[src/rtl/lpm_dbg_pkg.sv]
package lpm_dbg_pkg;
   typedef enum logic [5:0] {
      M_RUN  = 6'b000001,
      M_VLPR = 6'b000010,
      M_WAIT = 6'b000100,
      M_VLPW = 6'b001000,
      M_STOP = 6'b010000,
      M_VLPS = 6'b100000
   } lpm_mode_e;

   localparam logic [2:0] C_RUN  = 3'd0;
   localparam logic [2:0] C_VLPR = 3'd1;
   localparam logic [2:0] C_WAIT = 3'd2;
   localparam logic [2:0] C_VLPW = 3'd3;
   localparam logic [2:0] C_STOP = 3'd4;
   localparam logic [2:0] C_VLPS = 3'd5;

   function automatic logic is_stop(input logic [5:0] m);
      return m[4] | m[5];
   endfunction
endpackage

[src/rtl/lpm_mode_fsm.sv]
module lpm_mode_fsm
   import lpm_dbg_pkg::*;
(
   input  logic       clk,
   input  logic       rst_n,
   input  logic       req_valid,
   input  logic [2:0] req_code,
   input  logic       wake,
   input  logic       hold_off,
   output lpm_mode_e  mode_q,
   output logic       stop_accept,
   output logic       stop_exit
);
   lpm_mode_e nxt;
   lpm_mode_e ret_q;
   logic      req_ok;

   assign req_ok = req_valid & ~hold_off;

   always_comb begin
      nxt       = mode_q;
      stop_exit = 1'b0;
      unique case (mode_q)
         M_RUN: if (req_ok) begin
            case (req_code)
               C_VLPR:  nxt = M_VLPR;
               C_WAIT:  nxt = M_WAIT;
               C_STOP:  nxt = M_STOP;
               C_VLPS:  nxt = M_VLPS;
               default: nxt = mode_q;
            endcase
         end
         M_VLPR: if (req_ok) begin
            case (req_code)
               C_RUN:   nxt = M_RUN;
               C_VLPW:  nxt = M_VLPW;
               C_STOP:  nxt = M_STOP;
               C_VLPS:  nxt = M_VLPS;
               default: nxt = mode_q;
            endcase
         end
         M_WAIT: if (wake) nxt = M_RUN;
         M_VLPW: if (wake) nxt = M_VLPR;
         M_STOP, M_VLPS: if (wake) begin
            nxt       = ret_q;
            stop_exit = 1'b1;
         end
         default: nxt = M_RUN;
      endcase
   end

   assign stop_accept = is_stop(nxt) & ~is_stop(mode_q);

   always_ff @(posedge clk or negedge rst_n) begin
      if (!rst_n) begin
         mode_q <= M_RUN;
         ret_q  <= M_RUN;
      end else begin
         mode_q <= nxt;
         if (stop_accept) ret_q <= mode_q;
      end
   end
endmodule

[src/rtl/lpm_dbg_track.sv]
module lpm_dbg_track
   import lpm_dbg_pkg::*;
(
   input  logic       clk,
   input  logic       rst_n,
   input  logic       dbg_live,
   input  logic       retain,
   input  logic [5:0] mode_q,
   input  logic       stop_accept,
   input  logic       stop_exit,
   output logic       held_q,
   output logic       fclk_q,
   output logic       pwroff_wake
);
   logic pwroff_q;

   always_ff @(posedge clk or negedge rst_n) begin
      if (!rst_n) begin
         held_q   <= 1'b0;
         fclk_q   <= 1'b1;
         pwroff_q <= 1'b0;
      end else begin
         if (!is_stop(mode_q)) held_q <= dbg_live;
         if (stop_accept) begin
            fclk_q   <= dbg_live;
            pwroff_q <= ~dbg_live & ~retain;
         end else if (stop_exit) begin
            fclk_q   <= 1'b1;
         end
      end
   end

   assign pwroff_wake = stop_exit & pwroff_q;
endmodule

[src/rtl/lpm_rst_pulse.sv]
module lpm_rst_pulse #(
   parameter int unsigned PULSE = 2
) (
   input  logic clk,
   input  logic rst_n,
   input  logic fire,
   output logic pulse
);
   localparam int unsigned CW = $clog2(PULSE + 1);
   localparam logic [CW-1:0] LOAD = CW'(PULSE);

   logic [CW-1:0] cnt_q;

   always_ff @(posedge clk or negedge rst_n) begin
      if (!rst_n)             cnt_q <= '0;
      else if (fire)          cnt_q <= LOAD;
      else if (cnt_q != '0)   cnt_q <= cnt_q - 1'b1;
   end

   assign pulse = (cnt_q != '0);
endmodule

[src/rtl/lpm_dbg_ctrl.sv]
module lpm_dbg_ctrl
   import lpm_dbg_pkg::*;
#(
   parameter int unsigned RST_CYCLES  = 2,
   parameter int unsigned SYNC_STAGES = 0
) (
   input  logic       clk,
   input  logic       rst_n,
   input  logic       req_valid,
   input  logic [2:0] req_code,
   input  logic       wake,
   input  logic       dbg_pwrup,
   input  logic       sys_pwrup,
   input  logic       dbg_retain,
   output logic [5:0] mode,
   output logic       fclk_en,
   output logic       dbg_mem_en,
   output logic       dbg_rst
);
   if (RST_CYCLES < 1) begin : g_bad_pulse
      $error("RST_CYCLES must be at least 1");
   end
   if (SYNC_STAGES > 4) begin : g_bad_sync
      $error("SYNC_STAGES must be 4 or less");
   end

   logic      raw_act;
   logic      dbg_live;
   lpm_mode_e mode_q;
   logic      stop_accept;
   logic      stop_exit;
   logic      held_q;
   logic      fclk_q;
   logic      pwroff_wake;
   logic      pulse;

   assign raw_act = dbg_pwrup | sys_pwrup;

   if (SYNC_STAGES == 0) begin : g_direct
      assign dbg_live = raw_act;
   end else begin : g_sync
      logic [SYNC_STAGES-1:0] sync_q;
      always_ff @(posedge clk or negedge rst_n) begin
         if (!rst_n) sync_q <= '0;
         else        sync_q <= {sync_q[SYNC_STAGES-2 >= 0 ? SYNC_STAGES-2 : 0 : 0], raw_act};
      end
      assign dbg_live = sync_q[SYNC_STAGES-1];
   end

   lpm_mode_fsm u_fsm (
      .clk         (clk),
      .rst_n       (rst_n),
      .req_valid   (req_valid),
      .req_code    (req_code),
      .wake        (wake),
      .hold_off    (pulse),
      .mode_q      (mode_q),
      .stop_accept (stop_accept),
      .stop_exit   (stop_exit)
   );

   lpm_dbg_track u_track (
      .clk         (clk),
      .rst_n       (rst_n),
      .dbg_live    (dbg_live),
      .retain      (dbg_retain),
      .mode_q      (mode_q),
      .stop_accept (stop_accept),
      .stop_exit   (stop_exit),
      .held_q      (held_q),
      .fclk_q      (fclk_q),
      .pwroff_wake (pwroff_wake)
   );

   lpm_rst_pulse #(.PULSE(RST_CYCLES)) u_pulse (
      .clk   (clk),
      .rst_n (rst_n),
      .fire  (pwroff_wake),
      .pulse (pulse)
   );

   assign mode       = mode_q;
   assign fclk_en    = fclk_q;
   assign dbg_mem_en = held_q & ~is_stop(mode_q);
   assign dbg_rst    = pulse;
endmodule

[config.mk]
export PLATFORM = sky130hd
export DESIGN_NAME = lpm_dbg_ctrl
export DESIGN_NICKNAME = d
export VERILOG_FILES = /design/src/rtl/lpm_dbg_pkg.sv /design/src/rtl/lpm_mode_fsm.sv /design/src/rtl/lpm_dbg_track.sv /design/src/rtl/lpm_rst_pulse.sv /design/src/rtl/lpm_dbg_ctrl.sv
export SDC_FILE = /design/constraint.sdc
export NUM_CORES = 1
export LEC_CHECK = 0
export BUFFER_PORTS_ARGS = -buffer_cell sky130_fd_sc_hd__buf_4
export CAP_MARGIN = 30
export CORE_ASPECT_RATIO = 1.2
export CORE_MARGIN = 5
export CORE_UTILIZATION = 30
export CTS_CLUSTER_SIZE = 10
export DETAILED_ROUTE_END_ITERATION = 8
export PLACE_DENSITY = 0.6
export SYNTH_ARGS = -nofsm -noshare
export SYNTH_HDL_FRONTEND = slang
export SYNTH_SLANG_ARGS = --single-unit
[constraint.sdc]
create_clock -name clk -period 3.61 [get_ports clk]
set_clock_uncertainty 0.2 [all_clocks]
set_input_delay 0.1805 -clock clk [delete_from_list [all_inputs] [get_ports clk]]
set_output_delay 0.1805 -clock clk [all_outputs]
set_load 0.05 [all_outputs]
Word level (Yosys, flattened, before mapping)
Index checks and enable logic that the tools add are counted.

word-level totals
  input bits = 10
  word-level logic and storage cells = 58
  register bits after elaboration = 17

cells by class
  bitwise logic cells = 12
  equality and inequality tests = 18
  add/sub/neg operators = 1
  muxes and demuxes = 14
  reductions and logical operators = 6

operator list
  operator                                                          number
  6-bit case mux with 4 select lines                                2
  6-bit two-way mux                                                 5
  6-bit case mux with 5 select lines                                1
  7-bit AND reduction                                               1
  3-bit by 2-bit == test with 1-bit output (second input constant)  2
  3-bit == test (second input constant)                             2
  6-bit by 1-bit == test with 1-bit output (second input constant)  1
  6-bit by 2-bit == test with 1-bit output (second input constant)  1
  6-bit by 3-bit == test with 1-bit output (second input constant)  1
  6-bit by 4-bit == test with 1-bit output (second input constant)  1
  6-bit by 5-bit == test with 1-bit output (second input constant)  1
  6-bit == test (second input constant)                             1
  2-bit != test (second input constant)                             3
  2-bit nonzero test                                                3
  1-bit AND                                                         5
  5-bit by 1-bit != test with 1-bit output (second input constant)  1
  5-bit by 3-bit != test with 1-bit output (second input constant)  1
  1-bit two-way mux                                                 4
  2-bit two-way mux                                                 2
  2-bit by 1-bit != test with 1-bit output (second input constant)  2
  1-bit inverter                                                    4
  3-bit by 1-bit == test with 1-bit output (second input constant)  1
  3-bit logical NOT                                                 1
  1-bit OR                                                          3
  2 further kinds                                                   2

Longest topological paths before layout
Gate-level depths: netlist of the first run.

  depth after elaboration = 8
  depth in mapped cells = 8
  depth with buffers taken out = 7

Modules after synthesis
From an unflattened synthesis of the first run, not the netlist that was laid out.

unflattened totals
  cell total of the unflattened synthesis = 112
  area total of the unflattened synthesis = 1,091.0 µm²

modules (own cells, without submodules)
  module         area an instance (µm²)  sequential area each (µm²)  cells an instance  times used
  lpm_mode_fsm   839.6                   302.8                       88                 1
  lpm_dbg_track  125.1                   76.3                        11                 1
  lpm_rst_pulse  107.6                   50.0                        11                 1
  lpm_dbg_ctrl   18.8                    0.0                         2                  1

Worst setup path before layout of the first run
Ideal clock, no wire load.

  kind = reg-to-reg
  start point = reg u_fsm.mode_q[0]
  end point = reg u_fsm.mode_q[3]
  setup slack = 1,506 ps
  setup time = 132 ps
  cell stages (with the launch flop) = 7
  period minus slack after synthesis = 2,104 ps
  data required time = 3,278 ps
  arrival time = 1,771 ps
  cell sequence = dfstp_2 -> clkbuf_1 -> nor3_1 -> and3_2 -> a32o_2 -> a21oi_1 -> a31oi_1

on the way
  cells in the longest elaborated chain, start to end = 4
  elaborated cells between the ends (all ways) = 16
  those cells by class = 13 x eq/ne; 1 x mux; 2 x reduce/logical

RTL lines
  item                                                                              line                text
  start: declaration                                                                lpm_mode_fsm.sv:10  output lpm_mode_e mode_q,
  start signal: assignment                                                          lpm_mode_fsm.sv:59  mode_q <= nxt;
  6-bit by 5-bit == test with 1-bit output / 6-bit == test (equally long branches)  lpm_mode_fsm.sv:23  unique case (mode_q)
  2-bit OR reduction                                                                lpm_mode_fsm.sv:23
  2-bit != test (no source line)                                                    n/a
  7-bit AND reduction (no source line)                                              n/a

Parallel ways exist; a longest one is shown, timed or not.
A chain may end at the register's enable or synchronous reset.

Worst setup path after layout of the first run
  start point = reg u_fsm.mode_q[3]
  end point = reg u_fsm.ret_q[1]

on the way
  cells in the longest elaborated chain, start to end = 5
  elaborated cells between the ends (all ways) = 10
  those cells by class = 6 x eq/ne; 1 x mux; 2 x bitwise; 1 x reduce/logical

RTL lines
  item                                                                              line                text
  6-bit by 5-bit == test with 1-bit output / 6-bit == test (equally long branches)  lpm_mode_fsm.sv:23
  2-bit OR reduction                                                                lpm_mode_fsm.sv:23
  6-bit case mux with 5 select lines (*)                                            lpm_mode_fsm.sv:23
  1-bit OR (*)                                                                      lpm_dbg_pkg.sv:19   return m[4] | m[5];
  1-bit AND (*)                                                                     lpm_mode_fsm.sv:52  assign stop_accept = is_stop(nxt) & ~is_stop(mode_q);
  end signal: assignment                                                            lpm_mode_fsm.sv:60  if (stop_accept) ret_q <= mode_q;
  end: declaration                                                                  lpm_mode_fsm.sv:15  lpm_mode_e ret_q;

Every way passes the cells marked *; elsewhere a longest branch is shown, timed or not.

==> results.yml, run 1 <==
timing:
  final-setup-viol-count: 0
  slew_headroom_pct: 63.1
  totalNegativeSetupSlack_ns: 0
  timing.final.hold_violations: 0
  tightestPinTransition_ns: 0.552
  final_critical_path_setup_slack_ns: 1.38
  slew_violations: 0
  fmax_mhz: 448
  finalCritPeriodShare_pct: 61.8
  period_minus_slack_ns: 2.23
  rsz0062_at_grt: "false"
place:
  port_buffers: 18
  place.detailed.instances: 156
  dpl-instance-area_um2: 1180
  dp.final_hpwl_mm: 1.80
  placement.setup.worst_slack_ns: 1.36
  gp_routability_congestion: 0.873
yosys:
  post_synth_and_or_nand_nor_area_fraction_pct: 22.7
  post_synth_main_area_contributors: "sky130_fd_sc_hd__dfrtp_1 34%, sky130_fd_sc_hd__dfstp_2 7.6%, sky130_fd_sc_hd__xor2_1 4.2%"
  synth_edf_count: 0
  synth_sequential_area_ratio_pct: 41.4
  yosys.cell_types.count: 39
  synth_top_cell_by_area: "sky130_fd_sc_hd__dfrtp_1"
  syn-instance-count: 108
  yosys.area_share.adder_pct: 1.21
  mappedNetlistNets: 119
  synthFlopType: "sky130_fd_sc_hd__dfrtp_1"
  ys_async_sr_fraction_pct: 100
  synth.yosys.warnings: 0
  postSynthAreaPerCell_um2: 9.59
  main_combinational_cell_family_by_area_after_synthesis: "simple AND/OR/NAND/NOR gates"
  post_synth_xor_area_fraction_pct: 4.23
  ys_seq_elements: 17
  synthDominantCellAreaShare_pct: 33.8
  synth.area.mux_share_pct: 6.28
  synth_compound_gate_area_share_pct: 18.4
  mappedNetlistArea_um2: 1040
clocking:
  clk_pin_slew_ns: 0.07
  holdBufCountCts: 3
  cts_resized: 0
  clock_tree.buffer_depth: 2
  postCtsSetupRepairBufs: 0
  clock_sinks: 17
  cts_made_buffers: 3
  cell_at_the_root_of_the_clock_tree: "sky130_fd_sc_hd__clkbuf_8"
  htree_num_levels: 1
  clock_insertion_delay_worst_skew_ns: 0.25
  clock_tree_from_tritoncts: "done"
global_route:
  grt_pass1_wl_mm: 4.20
  grt_antenna_before_repair: 0
  grtUsageTotal_pct: 11.1
  grt_pass1_vias: 922
  grt_max_degree: 18
  globalRoute.totalOverflow: 0
layout:
  antenna_cells_inserted: 0
  layoutNonFillerInstCount: 163
  fin_nets: 138
  final_layout_size_suffix_gt1_share_pct: 26.2
  post-route-cell-area_um2: 1250
  final_core_utilization_pct: 37.6
  layout-area-overhead-vs-synth_pct: 21.1
detailed_routing:
  via_count: 856
  detail-route-antenna-nets: 0
  drt_pass_1_iters: 5
  wl_per_cell_um: 14.4
  final_routed_wirelength_across_all_metal_layers_mm: 2.35
  detailedRoute.firstIterationViolations: 16
  routed_via_density: 5.25
  route.detailed.drc: 0
floorplan:
  chip_height_um: 74.4
  design.core.area_um2: 3340
  fp.dieArea_um2: 4730
  io_pins: 19
  start_util_pct: 31.0
  fp.dieW_um: 63.6
  std_cell_rows: 23
critical_path:
  critical_path.startpoint_type: "flip-flop"
  critPathSlowestCell: "sky130_fd_sc_hd__dfrtp_1"
  worst-endpoint-required_ns: 3.54
  critical_path.endpoint_type: "flip-flop"
  critical_path_arrival_ns: 2.16
  critical_path.cell_chain: "or2_0, nor3_2, nand4_1, mux2_1"
  timing.setup.critical_path_class: "reg2reg"
  cp_slowest_stage_delay_ns: 0.47
  worst-path-max-fanout: 12
power:
  total_leakage_power_nw: 0.562
  vdd_ir_drop_max_v: 0.000339
  power_per_cell_area_nw_per_um2: 544
status:
  run_status: "completed"
hold_path:
  hp-class: "in2reg"
run:
  cap_viol_max_count: 0
-- layout by cell type, fill, tap and decap left out, types with 2 or more instances in the layout --
cell                            count
sky130_fd_sc_hd__a21o_1             3
sky130_fd_sc_hd__a21oi_1            7
sky130_fd_sc_hd__a31oi_1            2
sky130_fd_sc_hd__and2_1             6
sky130_fd_sc_hd__buf_4             18
sky130_fd_sc_hd__clkbuf_8           3
sky130_fd_sc_hd__dfrtp_1           14
sky130_fd_sc_hd__dfstp_2            3
sky130_fd_sc_hd__dlygate4sd3_1      3
sky130_fd_sc_hd__inv_1              6
sky130_fd_sc_hd__mux2_2             3
sky130_fd_sc_hd__mux2i_1            2
sky130_fd_sc_hd__nand2_1            5
sky130_fd_sc_hd__nand2b_1           4
sky130_fd_sc_hd__nand3_1            3
sky130_fd_sc_hd__nand4b_1           2
sky130_fd_sc_hd__nor2_1            10
sky130_fd_sc_hd__nor3_1             3
sky130_fd_sc_hd__nor4_2             2
sky130_fd_sc_hd__o21ai_0            2
sky130_fd_sc_hd__o21ai_1            2
sky130_fd_sc_hd__xor2_1             5
-- path summary, 6_finish.rpt --
check,startpoint,endpoint,slack [ns],depth (start not counted)
worst max-delay path,u_fsm.mode_q[3],u_fsm.ret_q[1],1.38,4
worst min-delay path,dbg_retain,u_track.pwroff_q,0.03,3
worst max register to register,u_fsm.mode_q[3],u_fsm.ret_q[1],1.38,4
worst min register to register,u_fsm.ret_q[5],u_fsm.ret_q[5],0.28,1
max in group asynchronous,rst_n,u_fsm.mode_q[0],2.82,2
min in group asynchronous,rst_n,u_fsm.ret_q[2],0.13,2
-- through the flow --
stage	total power, W	hold slack (ns)
floorplan	0.000472	-0.315
global placement	0.000543	-0.144
detailed placement	0.000548	-0.142
CTS	0.000691	0.0260
global route	0.000739	0.0317
finish	0.000683	0.0295
-- synthesized netlist by cell type, drive strengths merged (2+ instances only) --
library cell,n
buf,4
nand2b,4
dfrtp,14
a21oi,7
a31oi,2
nor3,4
nor2,10
and2,6
nand3,3
o21ai,4
dfstp,3
mux2,4
nand2,5
mux2i,2
clkbuf,3
inv,6
xor2,5
a21o,3
nand4b,2
nor4,2
-- report_power, final --
part           leakage [nW]  internal (W)  switching (W)
clock network        0.0228     0.0000781      0.0000592
registers             0.218      0.000239      0.0000343
logic                 0.321      0.000105       0.000168
total                 0.562      0.000422       0.000261
-- sequential cells by signal (all words and copies together) (netlist names) --
| signal | flops |
|---|---|
| u_fsm.ret_q | 6 |
| u_fsm.mode_q | 6 |
| u_track.pwroff_q | 1 |
| u_track.held_q | 1 |
| u_pulse.cnt_q | 2 |
| u_track.fclk_q | 1 |
-- metal layers --
layer,GRT usage (%),vias to the layer above,share of wire (%)
li1,-,420,-
met1,13.0,408,43
met2,18.7,26,51
met3,2.72,2,5.3
met4,6.24,0,0.77
met5,0,-,0
-- worst max-delay path, delay by kind of cell, from the launching register on --
kind	cells	cell delay [ns]
muxes	1	0.46
and+or+nand+nor	3	0.98
DFF	1	0.47
-- cell type report --
cell class                 count  area (um^2)
clock buffer                   4         45.0
sequential                    17          429
tap                           37         46.3
multi-input combinational     78          547
timing repair buffer          21          165
inverter                       6         22.5
fill                         348         2080
-- cells by family (layout without fill, tap and decap cells) --
kind of cell	Yosys count	in the layout
simple gates	41	41
compound gates	25	25
buf+inv	13	31
xor+xnor	5	5
flops	17	17
mux	6	6
fa+ha+maj	1	1
Power figures use the tool's default switching activity.
==> run 2: changes to the inputs <==
--- a/config.mk
+++ b/config.mk
@@ -12,7 +12,7 @@
 export CORE_UTILIZATION = 30
 export CTS_CLUSTER_SIZE = 10
 export DETAILED_ROUTE_END_ITERATION = 8
-export PLACE_DENSITY = 0.6
+export PLACE_DENSITY = 0.62
 export SYNTH_ARGS = -nofsm -noshare
 export SYNTH_HDL_FRONTEND = slang
 export SYNTH_SLANG_ARGS = --single-unit
==> constraint.sdc (replaced) <==
create_clock -name clk -period 1.9 [get_ports clk]
set_clock_uncertainty 0.2 [all_clocks]
set_input_delay 0.095 -clock clk [delete_from_list [all_inputs] [get_ports clk]]
set_output_delay 0.095 -clock clk [all_outputs]
set_load 0.05 [all_outputs]
==> run 2 against run 1 <==
Against the previous run: utilization rose by 4.2 points; critical path type unchanged; first-iteration DRC count is 25% lower; critical endpoint is now u_fsm.mode_q[3]; routed wire length up 11%; register-to-register slack worse by 1.3 ns.
==> results.yml, run 2 (synthesis results as in run 1) <==
power:
  total_leakage_power_nw: 0.624
  power_per_cell_area_nw_per_um2: 980
  vdd_ir_drop_max_v: 0.000613
run:
  cap_viol_max_count: 0
critical_path:
  critical_path_arrival_ns: 1.79
  cp_slowest_stage_delay_ns: 0.46
  critPathSlowestCell: "sky130_fd_sc_hd__dfrtp_2"
  path_buf_inv: 0
  worst-endpoint-required_ns: 1.87
  timing.setup.critical_path_class: "reg2reg"
  critical_path.startpoint_type: "flip-flop"
  critical_path.cell_chain: "nand2b_4, a2111oi_4, a32o_2, a21oi_1, a31oi_1"
  worst-path-max-fanout: 6
  cpLargestDelayFamily: "compound AO/OA/AOI/OAI gates"
  critical_path.endpoint_type: "flip-flop"
layout:
  layoutNonFillerInstCount: 176
  layout_common_cells: "27 x sky130_fd_sc_hd__buf_4, 9 x sky130_fd_sc_hd__nor2_1, 9 x sky130_fd_sc_hd__dfrtp_1, 7 x sky130_fd_sc_hd__a21oi_1, 7 x sky130_fd_sc_hd__dlygate4sd3_1"
  layout-area-overhead-vs-synth_pct: 34.5
  registers_with_the_highest_flip_flop_counts: "u_fsm.mode_q (6), u_fsm.ret_q (6), u_pulse.cnt_q (2)"
  layout.cells.most_common: "sky130_fd_sc_hd__buf_4"
  antenna_cells_inserted: 0
  fillCellCount: 320
  fin_nets: 151
  final_layout_size_suffix_gt1_share_pct: 36.7
  post-route-cell-area_um2: 1390
clocking:
  clock_tree.buffer_depth: 2
  cell_at_the_root_of_the_clock_tree: "sky130_fd_sc_hd__clkbuf_8"
  clock_insertion_delay_worst_skew_ns: 0.25
  clock_sinks: 17
  clk_pin_slew_ns: 0.06
  clock_tree_from_tritoncts: "done"
  cts_made_buffers: 3
  htree_num_levels: 1
place:
  dp.final_hpwl_mm: 1.94
  gp_routability_congestion: 0.890
  dpl-instance-area_um2: 1250
  placement.setup.worst_slack_ns: 0.0314
  port_buffers: 18
  place.detailed.instances: 164
detailed_routing:
  detailedRoute.firstIterationViolations: 12
  drt_pass_1_iters: 4
  detail-route-antenna-nets: 0
  via_count: 924
  wl_per_cell_um: 14.8
  route.detailed.drc: 0
  routed_via_density: 5.25
  final_routed_wirelength_across_all_metal_layers_mm: 2.60
timing:
  fmax_mhz: 549
  timing.final.hold_violations: 0
  slew_headroom_pct: 74.5
  final-setup-viol-count: 0
  slew_violations: 0
  finalCritPeriodShare_pct: 95.8
  tightestPinTransition_ns: 0.381
  final_critical_path_setup_slack_ns: 0.0793
  period_minus_slack_ns: 1.82
  rsz0062_at_grt: "false"
global_route:
  grtUsageTotal_pct: 11.5
  globalRoute.totalOverflow: 0
  grt_pass1_wl_mm: 4.31
  grt_max_degree: 18
  grt_antenna_before_repair: 0
  grt_pass1_vias: 971
floorplan:
  io_pins: 19
  chip_height_um: 74.4
  start_util_pct: 31.0
  fp.dieW_um: 63.6
  std_cell_rows: 23
  fp.dieArea_um2: 4730
  design.core.area_um2: 3340
hold_path:
  hp-class: "in2reg"
status:
  run_status: "completed"
==> run 2: cell types whose count changed in the layout (fill, tap and decap cells not counted), sizes merged <==
cell	delta
buf	+9
dlygate4sd3	+4
==> run 2: path summary, 6_finish.rpt <==
kind / cells past startpoint / to / startpoint / slack, ns
setup / recovery: 5 / u_fsm.mode_q[3] / u_fsm.mode_q[4] / 0.08
hold / removal: 3 / u_fsm.mode_q[1] / req_valid / 0.03
setup reg to reg: 5 / u_fsm.mode_q[3] / u_fsm.mode_q[4] / 0.08
hold reg to reg: 1 / u_pulse.cnt_q[0] / u_track.pwroff_q / 0.28
max in group asynchronous: 2 / u_fsm.mode_q[0] / rst_n / 1.21
min in group asynchronous: 2 / u_fsm.mode_q[5] / rst_n / 0.04
==> run 2: routing by layer <==
layer  vias to the layer above  routed length (um)  track usage, %
li1                        447                   -               -
met4                         0                  69            5.31
met3                         9                 132            3.32
met5                         -                   0               0
met2                        23                1340            20.4
met1                       445                1060            12.8
==> run 2: worst min-delay path: cells and delay by family <==
kind,cells,cell delay (ns)
buffers and inverters,1,0.12
AO/OA/AOI/OAI,2,0.22
==> run 2: area by class of cell <==
type,instances,area [um^2],area share [%]
Sequential cell,17,435,31.2
Multi-Input combinational cell,78,572,41.0
Tap cell,37,46.3,3.32
Timing Repair Buffer,34,273,19.6
Clock buffer,4,45.0,3.23
Inverter,6,22.5,1.62
==> run 2: what timing repair did <==
action,4_1_cts,5_1_grt
hold buffers,7,0
endpoints found under the hold margin,25,0
setup buffers,0,1
resized for setup,1,4
endpoints found under the setup margin,1,6
==> run 2: per-stage QoR <==
step | hold slack (ns) | utilization (%) | TNS (ns) | total power (W)
final | 0.0290 | 41.8 | 0 | 0.00137
after detailed placement | -0.226 | 37.6 | 0 | 0.00109
after floorplan | -0.401 | - | -0.126 | 0.000918
after global routing | 0.0772 | 41.8 | 0 | 0.00146
after CTS | 0.0375 | 41.1 | 0 | 0.00137
after global placement | -0.227 | 37.6 | 0 | 0.00107
==> run 2: power breakdown <==
| part | total, W | switching (W) | leakage [nW] | internal, W |
|---|---|---|---|---|
| Clock | 0.000272 | 0.000123 | 0.0228 | 0.000149 |
| Sequential | 0.000519 | 0.0000635 | 0.210 | 0.000455 |
| Combinational | 0.000576 | 0.000337 | 0.391 | 0.000238 |
| Total | 0.00137 | 0.000524 | 0.624 | 0.000842 |
==> run 3: changes to the inputs <==
--- a/config.mk
+++ b/config.mk
@@ -9,10 +9,11 @@
 export CAP_MARGIN = 30
 export CORE_ASPECT_RATIO = 1.2
 export CORE_MARGIN = 5
-export CORE_UTILIZATION = 30
+export CORE_UTILIZATION = 35
 export CTS_CLUSTER_SIZE = 10
 export DETAILED_ROUTE_END_ITERATION = 8
-export PLACE_DENSITY = 0.62
+export MAX_ROUTING_LAYER = met4
+export PLACE_DENSITY = 0.68
 export SYNTH_ARGS = -nofsm -noshare
 export SYNTH_HDL_FRONTEND = slang
 export SYNTH_SLANG_ARGS = --single-unit
==> run 3 against run 2 <==
Against the previous run: final area decreased by 0.54%; worst setup slack improved by 0.00052 ns; maximum frequency is essentially flat; combinational power decreased by 3%; utilization rose by 7.6 points; first-iteration DRC count rose to 2.8 times the previous value; sequential share of layout area increased by 0.17 points.
==> results.yml, run 3 (synthesis results as in run 1) <==
status:
  run_status: "completed"
global_route:
  grt_antenna_before_repair: 0
  grtUsageTotal_pct: 13.0
  grt_pass1_wl_mm: 4.17
  grt_max_degree: 18
  globalRoute.totalOverflow: 0
  grt_pass1_vias: 983
timing:
  fmax_mhz: 549
  rsz0062_at_grt: "false"
  slew_violations: 0
  period_minus_slack_ns: 1.82
  slew_headroom_pct: 76.7
  final-setup-viol-count: 0
  final_critical_path_setup_slack_ns: 0.0798
  finalCritPeriodShare_pct: 95.8
  tightestPinTransition_ns: 0.349
  timing.final.hold_violations: 0
clocking:
  clock_tree.buffer_depth: 2
  cts_made_buffers: 3
  htree_num_levels: 1
  cell_at_the_root_of_the_clock_tree: "sky130_fd_sc_hd__clkbuf_4"
  clock_sinks: 17
  clock_insertion_delay_worst_skew_ns: 0.28
  clock_tree_from_tritoncts: "done"
  clk_pin_slew_ns: 0.09
critical_path:
  critical_path_arrival_ns: 1.53
  reg2reg_depth: 5
  crit-reg2reg-capture: "u_fsm.mode_q[3]"
  worst-endpoint-required_ns: 1.60
  reg2reg_slack_ns: 0.10
  critical_path.endpoint_type: "output pin"
  critical_path.startpoint_type: "flip-flop"
  worst-path-max-fanout: 6
  r2r-start: "u_fsm.mode_q[0]"
  timing.setup.critical_path_class: "reg2out"
layout:
  layoutNonFillerInstCount: 174
  multi_input_comb_area_um2: 573
  layout.cells.most_common: "sky130_fd_sc_hd__buf_4"
  layout_common_cells: "26 x sky130_fd_sc_hd__buf_4, 9 x sky130_fd_sc_hd__dfrtp_1, 8 x sky130_fd_sc_hd__nor2_1, 8 x sky130_fd_sc_hd__dlygate4sd3_1, 7 x sky130_fd_sc_hd__a21oi_1"
  layout-area-overhead-vs-synth_pct: 33.8
  final_core_utilization_pct: 49.3
  final_layout_size_suffix_gt1_share_pct: 37.1
  registers_with_the_highest_flip_flop_counts: "u_fsm.mode_q (6), u_fsm.ret_q (6), u_pulse.cnt_q (2)"
  layout.area.seq_um2: 435
  fin_nets: 152
  fillCellCount: 264
  antenna_cells_inserted: 0
power:
  clockPowerShare_pct: 14.9
  internal-power_w: 0.000765
  power_per_cell_area_nw_per_um2: 909
  pwr-share-comb_pct: 44.3
  net-switching-power_w: 0.000496
  switching_share_of_power_pct: 39.3
  sequential_fraction_of_design_power_pct: 40.8
  total_leakage_power_nw: 0.624
  vdd_ir_drop_max_v: 0.000900
place:
  place.detailed.instances: 159
  gp_routability_congestion: 0.915
  dp.final_hpwl_mm: 1.83
  port_buffers: 18
  placement.setup.worst_slack_ns: 0.00886
detailed_routing:
  highest-signal-layer: "met4"
  wl_per_cell_um: 13.6
  detail-route-antenna-nets: 0
  route.detailed.drc: 0
  drt_pass_1_iters: 4
  final_routed_wirelength_across_all_metal_layers_mm: 2.36
  routed-wl-met2_mm: 1.22
  detailed_routing_wirelength_on_met1_um: 988
  via_count: 927
  met3_length_um: 117
  routed_via_density: 5.33
  detailedRoute.firstIterationViolations: 34
floorplan:
  fp.dieW_um: 59.7
  fp.dieArea_um2: 4150
  chip_height_um: 69.6
  design.core.area_um2: 2810
  std_cell_rows: 21
  io_pins: 19
  start_util_pct: 36.8
hold_path:
  hp-class: "in2async"
run:
  cap_viol_max_count: 0
==> run 3: area by class of cell <==
class	instances	area share, %
inverter	6	1.62
multi-input combinational	78	41.3
tap	34	3.07
clock buffer	4	1.90
sequential	17	31.4
timing repair buffer	35	20.7
==> run 3: stage by stage <==
step | hold WS (ns) | total power [W] | setup TNS (ns) | cell area, um^2
after detailed placement | -0.230 | 0.00106 | 0 | 1230
after floorplan | -0.401 | 0.000918 | -0.126 | 1070
after global placement | -0.230 | 0.00105 | -0.000772 | 1230
after CTS | 0.000703 | 0.00127 | 0 | 1370
final | 0.00508 | 0.00126 | 0 | 1390
after global routing | 0.0184 | 0.00135 | 0 | 1390
==> run 3: how the worst max path moves through the flow <==
stage,from,end,depth (start not counted)
3_5_place_dp,u_fsm.mode_q[5],u_fsm.mode_q[3],5
4_1_cts,u_fsm.mode_q[4],dbg_mem_en,5
6_report,u_fsm.mode_q[4],dbg_mem_en,5
5_1_grt,u_pulse.cnt_q[1],u_track.pwroff_q,8
3_3_place_gp,u_fsm.mode_q[5],u_fsm.mode_q[3],5
2_1_floorplan,u_fsm.mode_q[3],u_fsm.mode_q[3],7
==> run 3: power groups by stage <==
stage	clock network, W	logic [W]	registers, W
2_1_floorplan	0	0.000343	0.000574
3_3_place_gp	0	0.000524	0.000521
3_5_place_dp	0	0.000540	0.000524
4_1_cts	0.000193	0.000560	0.000514
5_1_grt	0.000209	0.000619	0.000527
6_report	0.000187	0.000558	0.000515
==> run 3: what timing repair did <==
action                                 4_1_cts  5_1_grt
hold buffers                                 8        0
endpoints found under the hold margin       26        0
gates resized for setup                      1        6
setup endpoints to repair                    2        6
pin swaps                                    1        2
buffers inserted                             3        0
==> run 3: routing by layer <==
layer / track usage (%) / vias up
met3: 2.79 / 4
met1: 15.5 / 451
met5: - / -
li1: - / 447
met4: 6.40 / 0
met2: 20.1 / 25
==> run 3: critical path: stages, from the launching register on <==
cell,delay [ns]
sky130_fd_sc_hd__dfrtp_2,0.48
sky130_fd_sc_hd__buf_4,0.18
sky130_fd_sc_hd__nor2_4,0.13
sky130_fd_sc_hd__buf_4,0.16
sky130_fd_sc_hd__and2_1,0.14
sky130_fd_sc_hd__buf_6,0.16
